### src/rtl/qpg_pkg.sv
// Shared types for the four-phase generator.
// Assumes: nothing beyond standard SystemVerilog.
package qpg_pkg;
    // What the sequencer does on the current edge
    typedef enum logic [1:0] {
        ACT_HOLD  = 2'd0,   // clock treated as stopped
        ACT_START = 2'd1,   // jump to the first phase
        ACT_NEXT  = 2'd2    // advance one phase
    } step_act_e;
endpackage

### src/rtl/qpg_seq_ctrl.sv
// Sequencer for the phase generator: keeps the phase index and the armed flag.
// Assumes: run and sync_arm are synchronous to clk. Reset is synchronous and active low.
module qpg_seq_ctrl
    import qpg_pkg::*;
#(
    parameter int NUM_PHASES = 4,
    parameter int IDX_W      = $clog2(NUM_PHASES)
) (
    input  logic             clk,
    input  logic             rst_n,
    input  logic             run,
    input  logic             sync_arm,
    output step_act_e        act,
    output logic [IDX_W-1:0] idx_d,
    output logic [IDX_W-1:0] idx_q
);
    localparam logic [IDX_W-1:0] LAST_IDX = IDX_W'(NUM_PHASES - 1);

    logic armed_q;
    logic armed_d;

    // Choose the action for this edge: a stop first, then arming or sync, then advance
    always_comb begin
        if (!run)
            act = ACT_HOLD;
        else if (armed_q || sync_arm)
            act = ACT_START;
        else
            act = ACT_NEXT;
    end

    // Next index and armed state for the chosen action
    always_comb begin
        idx_d   = idx_q;
        armed_d = armed_q;
        unique case (act)
            ACT_HOLD:  armed_d = armed_q | sync_arm;
            ACT_START: begin
                idx_d   = '0;
                armed_d = 1'b0;
            end
            ACT_NEXT: begin
                idx_d   = (idx_q == LAST_IDX) ? '0 : idx_q + 1'b1;
                armed_d = 1'b0;
            end
            default:   armed_d = armed_q;
        endcase
    end

    // State registers; reset leaves the generator armed at index 0
    always_ff @(posedge clk) begin
        if (!rst_n) begin
            idx_q   <= '0;
            armed_q <= 1'b1;
        end else begin
            idx_q   <= idx_d;
            armed_q <= armed_d;
        end
    end
endmodule

### src/rtl/qpg_phase_out.sv
// Output stage: registers one enable per phase, decoded from the next index.
// Assumes: fire is high only on edges where the clock counts as running.
module qpg_phase_out #(
    parameter int NUM_PHASES = 4,
    parameter int IDX_W      = $clog2(NUM_PHASES)
) (
    input  logic                  clk,
    input  logic                  rst_n,
    input  logic                  fire,
    input  logic [IDX_W-1:0]      idx_d,
    output logic [NUM_PHASES-1:0] phase_q
);
    for (genvar i = 0; i < NUM_PHASES; i++) begin : g_phase
        // One enable flop; high only when this phase is selected on a running edge
        always_ff @(posedge clk) begin
            if (!rst_n)
                phase_q[i] <= 1'b0;
            else
                phase_q[i] <= fire && (idx_d == IDX_W'(i));
        end
    end
endmodule

### src/rtl/quad_phase_gen.sv
// Top of the stoppable phase generator: sequencer plus registered one-hot outputs.
// Assumes: all inputs are synchronous to clk. Every output is registered.
module quad_phase_gen
    import qpg_pkg::*;
#(
    parameter int NUM_PHASES = 4,
    parameter int IDX_W      = $clog2(NUM_PHASES)
) (
    input  logic                  clk,
    input  logic                  rst_n,
    input  logic                  run,
    input  logic                  sync_arm,
    output logic [NUM_PHASES-1:0] phase_en,
    output logic [IDX_W-1:0]      phase_idx
);
    step_act_e        act;
    logic [IDX_W-1:0] idx_d;
    logic [IDX_W-1:0] idx_q;

    qpg_seq_ctrl #(.NUM_PHASES(NUM_PHASES), .IDX_W(IDX_W)) u_ctrl (
        .clk      (clk),
        .rst_n    (rst_n),
        .run      (run),
        .sync_arm (sync_arm),
        .act      (act),
        .idx_d    (idx_d),
        .idx_q    (idx_q)
    );

    qpg_phase_out #(.NUM_PHASES(NUM_PHASES), .IDX_W(IDX_W)) u_out (
        .clk     (clk),
        .rst_n   (rst_n),
        .fire    (act != ACT_HOLD),
        .idx_d   (idx_d),
        .phase_q (phase_en)
    );

    assign phase_idx = idx_q;
endmodule

### config.mk
export PLATFORM = sky130hd
export DESIGN_NAME = quad_phase_gen
export DESIGN_NICKNAME = d
export VERILOG_FILES = /design/src/rtl/qpg_pkg.sv /design/src/rtl/qpg_seq_ctrl.sv /design/src/rtl/qpg_phase_out.sv /design/src/rtl/quad_phase_gen.sv
export SDC_FILE = /design/constraint.sdc
export NUM_CORES = 1
export LEC_CHECK = 0
export BUFFER_PORTS_ARGS = -buffer_cell sky130_fd_sc_hd__clkbuf_2
export CORE_AREA = 2 2 39 41
export CTS_CLUSTER_SIZE = 8
export DETAILED_ROUTE_END_ITERATION = 6
export DIE_AREA = 0 0 41 43
export PLACE_DENSITY = 0.46
export SLEW_MARGIN = 10
export SYNTH_ARGS = -nofsm -noshare
export SYNTH_HDL_FRONTEND = slang
export SYNTH_HIERARCHICAL = 1
export SYNTH_SLANG_ARGS = --single-unit
### constraint.sdc
create_clock -name clk -period 1.8 [get_ports clk]
set_clock_uncertainty 0.2 [all_clocks]
set_input_delay 0.27 -clock clk [delete_from_list [all_inputs] [get_ports clk]]
set_output_delay 0.27 -clock clk [all_outputs]
set_load 0.05 [all_outputs]
==> flow_summary.json, run 1 <==
{
  "status": "completed",
  "floorplan.rows": 14,
  "path_class": "reg2reg",
  "post_layout_nonfiller_instances": 57,
  "initialDrtViolationCount": 0,
  "synth_cells": 28,
  "setup_total_negative_slack_ns": 0,
  "end_of_flow_core_utilization_pct": 29.93,
  "clk_path_buf_depth": 2,
  "post-route-cell-area_um2": 414.1,
  "cts_num_sinks": 7,
  "worst_hold_startpoint": "rst_n",
  "f_max_ghz": 0.5925,
  "peakVddDrop_mv": 0.4157,
  "totalWireLength_um": 552,
  "routed-wl-met2_um": 241,
  "grt_pass1_wl_um": 793,
  "synth_top_cells_by_area": "sky130_fd_sc_hd__dfxtp_1 45%, sky130_fd_sc_hd__ha_1 8.1%, sky130_fd_sc_hd__and4b_2 7.3%, sky130_fd_sc_hd__nor3b_4 6.0%, sky130_fd_sc_hd__and4bb_2 4.0%",
  "dpl.cell_count": 53,
  "postRouteAntennaNets": 0,
  "grt_setup_unrepaired": "false",
  "fin_nets": 48,
  "timing.critical_path.required_ns": 1.74,
  "htree_num_levels": 1,
  "postSynthRegisterBits": 7,
  "ys_dominant_reg_cell": "sky130_fd_sc_hd__dfxtp_1",
  "max_cap_violations": 0,
  "drc": 0,
  "critical_path.reg2reg.endpoint": "u_out/phase_q[1]",
  "report.final.setup_viol": 0,
  "cts-buffers-inserted": 3,
  "timing.critical_path.arrival_ns": 1.62,
  "synth_enable_flop_cells": 0,
  "timing.hold.ws_ns": 0.07769,
  "timing.reg2reg.setup_slack_ns": 0.11,
  "share_of_final_layout_standard_cells_stronger_than_drive_strength_1_pct": 46.34,
  "antenna_cells_inserted": 0,
  "tritoncts": "built",
  "grt_max_degree": 8,
  "crit_path_start_kind": "register",
  "avgSynthCellArea_um2": 11.08,
  "period_minus_slack_ns": 1.688,
  "yosysTopAreaCell": "sky130_fd_sc_hd__dfxtp_1",
  "placedInstanceArea_um2": 375.4,
  "vias_per_cell": 4.474,
  "routability_driven_placement_congestion_ratio": 0.6669,
  "r2r-start": "u_ctrl/armed_q",
  "maxSlewHeadroom_pct": 81.67,
  "timing.final.max_slew_violations": 0,
  "r2r_cells": 5,
  "clk_latency_ns": 0.25,
  "core-area_um2": 1384,
  "holdCritPathClass": "in2reg",
  "synth-seq-area-share_pct": 45.16,
  "overflow": 0,
  "synth_top_cell_area_share_pct": 45.16,
  "dr_wl_met3_um": 61,
  "root_buffer": "sky130_fd_sc_hd__clkbuf_4",
  "cts_post_setup_buffers_inserted": 0,
  "nFillCells": 157,
  "path_max_fanout": 5,
  "floorplan.initialDensity_pct": 22.42,
  "max_slew.worst_pin.slew_ns": 0.2761,
  "number_of_global_route_vias_before_repair": 217,
  "antenna_found_initial": 0,
  "leakagePower_uw": 0.0001876,
  "synth_fp_nets": 34,
  "num_io_pins": 10,
  "fin_crit_sh_pct": 93.76,
  "cell_area_after_synthesis_um2": 310.3,
  "total_die_area_um2": 1763,
  "hold-path-cell-count": 2,
  "async_s_r_ff_share_synth_pct": 0,
  "timing.hold.worst_endpoint": "u_ctrl/armed_q",
  "endpoint_kind": "register",
  "report.final.hold_viol_count": 0,
  "syn_to_final_growth_pct": 33.47,
  "routed_wire_length_per_instance_um": 9.684,
  "synthTopCellsByCount": "7 x sky130_fd_sc_hd__dfxtp_1, 2 x sky130_fd_sc_hd__and4b_2, 2 x sky130_fd_sc_hd__ha_1, 2 x sky130_fd_sc_hd__nor2b_1",
  "grt_use_total_pct": 7.143,
  "number_of_search_and_repair_iterations_in_the_first_detailed_routing_pass": 1,
  "power-per-cell-area_nw_per_um2": 810.4,
  "die_h_um": 43,
  "synth_cell_types": 19,
  "port-buffer-count": 9,
  "synth_most_common_cell": "sky130_fd_sc_hd__dfxtp_1",
  "vias": 255,
  "cts.reportedPaths.clkPinSlew_ns": 0.05,
  "fp.dieW_um": 41,
  "wl_met1_um": 249,
  "synth.yosys.warnings": 6,
  "top_layer_used": "met3"
}
[repair_timing]
action | in CTS | in global routing
endpoints found under the setup margin | 0 | 1
hold buffers | 0 | 0
resized for setup | 0 | 1
[cells in the final DEF, fill, tap and decap left out]
master                     netlist  routed
sky130_fd_sc_hd__clkbuf_1        0       1
sky130_fd_sc_hd__and4b_2         2       2
sky130_fd_sc_hd__nor2_1          1       1
sky130_fd_sc_hd__dfxtp_1         7       7
sky130_fd_sc_hd__a21oi_1         1       1
sky130_fd_sc_hd__nand2b_1        1       1
sky130_fd_sc_hd__nor3b_4         1       1
sky130_fd_sc_hd__and4_2          1       1
sky130_fd_sc_hd__and2_1          1       1
sky130_fd_sc_hd__ha_4            0       1
sky130_fd_sc_hd__o21a_1          1       1
sky130_fd_sc_hd__and4bb_2        1       1
sky130_fd_sc_hd__clkbuf_2        0       9
sky130_fd_sc_hd__o21ai_0         1       1
sky130_fd_sc_hd__inv_1           1       1
sky130_fd_sc_hd__nor2b_1         2       2
sky130_fd_sc_hd__nand3_1         1       1
sky130_fd_sc_hd__ha_1            2       1
sky130_fd_sc_hd__a31o_2          1       1
sky130_fd_sc_hd__a21boi_0        1       1
sky130_fd_sc_hd__clkbuf_4        0       3
sky130_fd_sc_hd__nand2_1         1       1
sky130_fd_sc_hd__or2_1           1       1
[area by class of cell]
class | count | area, µm² | area share, %
clock buffer | 4 | 26.28 | 6.344
inverter | 1 | 3.754 | 0.9063
multi-input combinational | 20 | 178.9 | 43.20
sequential | 7 | 140.1 | 33.84
tap | 16 | 20.02 | 4.834
timing repair buffer | 9 | 45.04 | 10.88
[cells by family after synthesis]
kind of cell | Yosys count | synth area share [%]
AO/OA/AOI/OAI | 5 | 10.89
flip-flops | 7 | 45.16
adder cells (fa/ha/maj) | 2 | 8.063
buffers and inverters | 1 | 1.209
AND/OR/NAND/NOR | 13 | 34.68
[how the worst max path moves through the flow]
stage	start	to	slack (ns)	cells after the start
6_report	u_ctrl/armed_q	u_out/phase_q[1]	0.11	5
2_1_floorplan	u_ctrl/idx_q[0]	u_out/phase_q[1]	0.08	4
4_1_cts	u_ctrl/armed_q	u_out/phase_q[0]	0.08	5
5_1_grt	u_ctrl/armed_q	u_out/phase_q[0]	0.02	5
3_5_place_dp	sync_arm	u_out/phase_q[0]	0.04	6
3_3_place_gp	sync_arm	u_out/phase_q[1]	0.07	6
[registers in the layout, summed over array words and instances, names as in the netlist]
register and count:
u_ctrl/armed_q 1, u_ctrl/idx_q 2, u_out/phase_q 4
[worst max-delay path, cell delays in order, from the launching register on]
cell                      delay, ns
sky130_fd_sc_hd__dfxtp_1       0.34
sky130_fd_sc_hd__o21a_1        0.24
sky130_fd_sc_hd__ha_4          0.29
sky130_fd_sc_hd__nor2b_1       0.04
sky130_fd_sc_hd__a31o_2        0.24
sky130_fd_sc_hd__and4b_2       0.23
[routing by layer]
| metal | up-vias | track usage [%] |
|---|---|---|
| met3 | 0 | 7.853 |
| met1 | 117 | 7.443 |
| met4 | 0 | 2.000 |
| li1 | 128 | - |
| met5 | - | 0 |
| met2 | 10 | 9.375 |
[report_power, final]
| part | switching (µW) | internal [µW] |
|---|---|---|
| sequential | 2.83 | 159 |
| combinational | 21.7 | 15.7 |
| clock | 51.9 | 84.2 |
[through the flow]
stage,total power [µW],setup slack (ns)
global route,354.3,0.02345
floorplan,188.2,0.08018
finish,335.6,0.1124
CTS,341.3,0.08036
detailed placement,199.1,0.04115
global placement,198.4,0.06721
No activity file was read; power rests on OpenSTA's default activity.
==> run 2: changes to the inputs <==
--- a/config.mk
+++ b/config.mk
@@ -5,12 +5,12 @@
 export SDC_FILE = /design/constraint.sdc
 export NUM_CORES = 1
 export LEC_CHECK = 0
-export BUFFER_PORTS_ARGS = -buffer_cell sky130_fd_sc_hd__clkbuf_2
 export CORE_AREA = 2 2 39 41
 export CTS_CLUSTER_SIZE = 8
 export DETAILED_ROUTE_END_ITERATION = 6
 export DIE_AREA = 0 0 41 43
-export PLACE_DENSITY = 0.46
+export DONT_BUFFER_PORTS = 1
+export PLACE_DENSITY = 0.38
 export SLEW_MARGIN = 10
 export SYNTH_ARGS = -nofsm -noshare
 export SYNTH_HDL_FRONTEND = slang
==> constraint.sdc (replaced) <==
create_clock -name clk -period 1.6 [get_ports clk]
set_clock_uncertainty 0.2 [all_clocks]
set_input_delay 0.24 -clock clk [delete_from_list [all_inputs] [get_ports clk]]
set_output_delay 0.24 -clock clk [all_outputs]
set_load 0.05 [all_outputs]
==> run 2 against run 1 <==
  * The run now ends with hold timing, setup timing left
  * Setup slack lost 0.15 ns
  * Maximum frequency grew 3.0%
  * Non-clock buffer count shrank 5
  * Register-to-register slack lost 0.15 ns
  * Combinational power shrank 22%
  * Largest power group unchanged
==> flow_summary.json, run 2 (synthesis results as in run 1) <==
{
  "maxSlewHeadroom_pct": 67.63,
  "port-buffer-count": 0,
  "timing.final.ws_setup_ns": -0.03774,
  "power-per-cell-area_nw_per_um2": 926.7,
  "routability_driven_placement_congestion_ratio": 0.6685,
  "drc": 0,
  "r2r-start": "u_ctrl/armed_q",
  "antenna_found_initial": 0,
  "max_slew.worst_pin.slew_ns": 0.4848,
  "path_max_fanout": 5,
  "timing.reg2reg.setup_slack_ns": -0.04,
  "routed_wire_length_per_instance_um": 10.65,
  "antenna_cells_inserted": 0,
  "overflow": 0,
  "grt_pass1_wl_um": 800,
  "die_h_um": 43,
  "largest_registers": "u_out/phase_q x4, u_ctrl/idx_q x2, u_ctrl/armed_q x1",
  "cp_slowest_stage_delay_ns": 0.34,
  "timing.hold.worst_endpoint": "u_ctrl/armed_q",
  "largest_register_ff_count": 4,
  "layout_common_cells": "4 x sky130_fd_sc_hd__buf_4, 4 x sky130_fd_sc_hd__dfxtp_1, 3 x sky130_fd_sc_hd__clkbuf_4, 3 x sky130_fd_sc_hd__dfxtp_2, 2 x sky130_fd_sc_hd__and4b_2",
  "setup_total_negative_slack_ns": -0.1016,
  "path_class": "reg2reg",
  "max_cap_violations": 0,
  "cts_num_sinks": 7,
  "clk_path_buf_depth": 2,
  "vias": 233,
  "floorplan.rows": 14,
  "report.final.hold_viol_count": 3,
  "totalWireLength_um": 554,
  "share_of_final_layout_standard_cells_stronger_than_drive_strength_1_pct": 52.78,
  "grt_setup_unrepaired": "true",
  "f_max_ghz": 0.6106,
  "fin_crit_sh_pct": 102.4,
  "dp_hpwl_um": 425,
  "tritoncts": "built",
  "r2r_cells": 5,
  "timing.final.max_slew_violations": 0,
  "number_of_global_route_vias_before_repair": 189,
  "endpoint_kind": "register",
  "violations_in_the_final_reports": "hold timing, setup timing",
  "worst_path_buffer_plus_inverter_count": 0,
  "worst_hold_startpoint": "rst_n",
  "root_buffer": "sky130_fd_sc_hd__clkbuf_4",
  "status": "finished, violations left",
  "floorplan.initialDensity_pct": 22.42,
  "number_of_search_and_repair_iterations_in_the_first_detailed_routing_pass": 2,
  "leakagePower_uw": 0.0001693,
  "report.final.setup_viol": 3,
  "holdCritPathClass": "in2reg",
  "crit_path_start_kind": "register",
  "total_die_area_um2": 1763,
  "period_minus_slack_ns": 1.638,
  "core-area_um2": 1384,
  "grt_use_total_pct": 7.545,
  "htree_num_levels": 1,
  "critical_path.reg2reg.endpoint": "u_out/phase_q[0]",
  "timing.critical_path.arrival_ns": 1.63,
  "fp.dieW_um": 41,
  "grt_max_degree": 8,
  "cts.reportedPaths.clkPinSlew_ns": 0.05,
  "num_io_pins": 10,
  "registers.top_by_ff_count": "u_out/phase_q",
  "fin_nets": 43,
  "syn_to_final_growth_pct": 31.45,
  "timing.hold.ws_ns": -0.1183,
  "initialDrtViolationCount": 2,
  "clk_latency_ns": 0.25,
  "worst_path_dominant_cell_family": "compound AO/OA/AOI/OAI gates",
  "cts-buffers-inserted": 3,
  "hold-path-cell-count": 1,
  "timing.critical_path.required_ns": 1.59,
  "postRouteAntennaNets": 0,
  "peakVddDrop_mv": 0.3142,
  "critical_path.cell_chain": "o21a_1 > ha_4 > nor2b_2 > a31o_2 > and4bb_2",
  "vias_per_cell": 4.481,
  "critical_path.slowest_cell": "sky130_fd_sc_hd__dfxtp_2"
}
run 2: what timing repair did:
action / in CTS / in global routing
endpoints found under the setup margin: 4 / 5
gates resized for setup: 1 / 2
setup buffers: 0 / 1
pin swaps: 3 / 1
hold endpoints to repair: 3 / 3
run 2: how the worst max path moves through the flow:
| stage | cells past startpoint | from | to | slack (ns) |
|---|---|---|---|---|
| after global routing | 5 | u_ctrl/armed_q | u_out/phase_q[0] | -0.09 |
| after detailed placement | 5 | u_ctrl/armed_q | u_out/phase_q[1] | -0.07 |
| after floorplan | 5 | u_ctrl/armed_q | u_out/phase_q[1] | -0.008 |
| after CTS | 5 | u_ctrl/armed_q | u_out/phase_q[0] | -0.05 |
| after global placement | 5 | u_ctrl/armed_q | u_out/phase_q[1] | -0.06 |
| final | 5 | u_ctrl/armed_q | u_out/phase_q[0] | -0.04 |
run 2: metal layers:
layer	track usage, %	routed length [µm]
met5	0	0
met4	2.000	0
met3	9.948	79
met2	7.500	217
met1	9.385	257
run 2: area by class of cell:
type | instances | area (µm²)
inverters | 1 | 3.754
well taps | 16 | 20.02
multi-input cells | 20 | 183.9
clock buffers | 4 | 26.28
fillers | 147 | 975.9
repair buffers | 4 | 30.03
flip-flops and latches | 7 | 143.9
run 2: metrics by stage:
| stage | cells | power (µW) | instance area, µm² | utilization, % | worst slack (ns) |
|---|---|---|---|---|---|
| detailed placement | 47 | 220.5 | 367.9 | 26.58 | -0.07217 |
| CTS | 51 | 383.4 | 395.4 | 28.57 | -0.04529 |
| global placement | 47 | 219.7 | 367.9 | 26.58 | -0.05943 |
| finish | 52 | 378.0 | 407.9 | 29.48 | -0.03774 |
| global route | 52 | 401.0 | 407.9 | 29.48 | -0.09074 |
| floorplan | 28 | 214.5 | 325.3 | - | -0.008017 |
run 2: report_power, final:
part / total, µW / internal (µW) / leakage (µW) / switching, µW
clock: 158 / 95.1 / 0.0000150 / 63.4
sequential: 190 / 180 / 0.0000578 / 10.9
combinational: 29.2 / 16.6 / 0.0000966 / 12.6
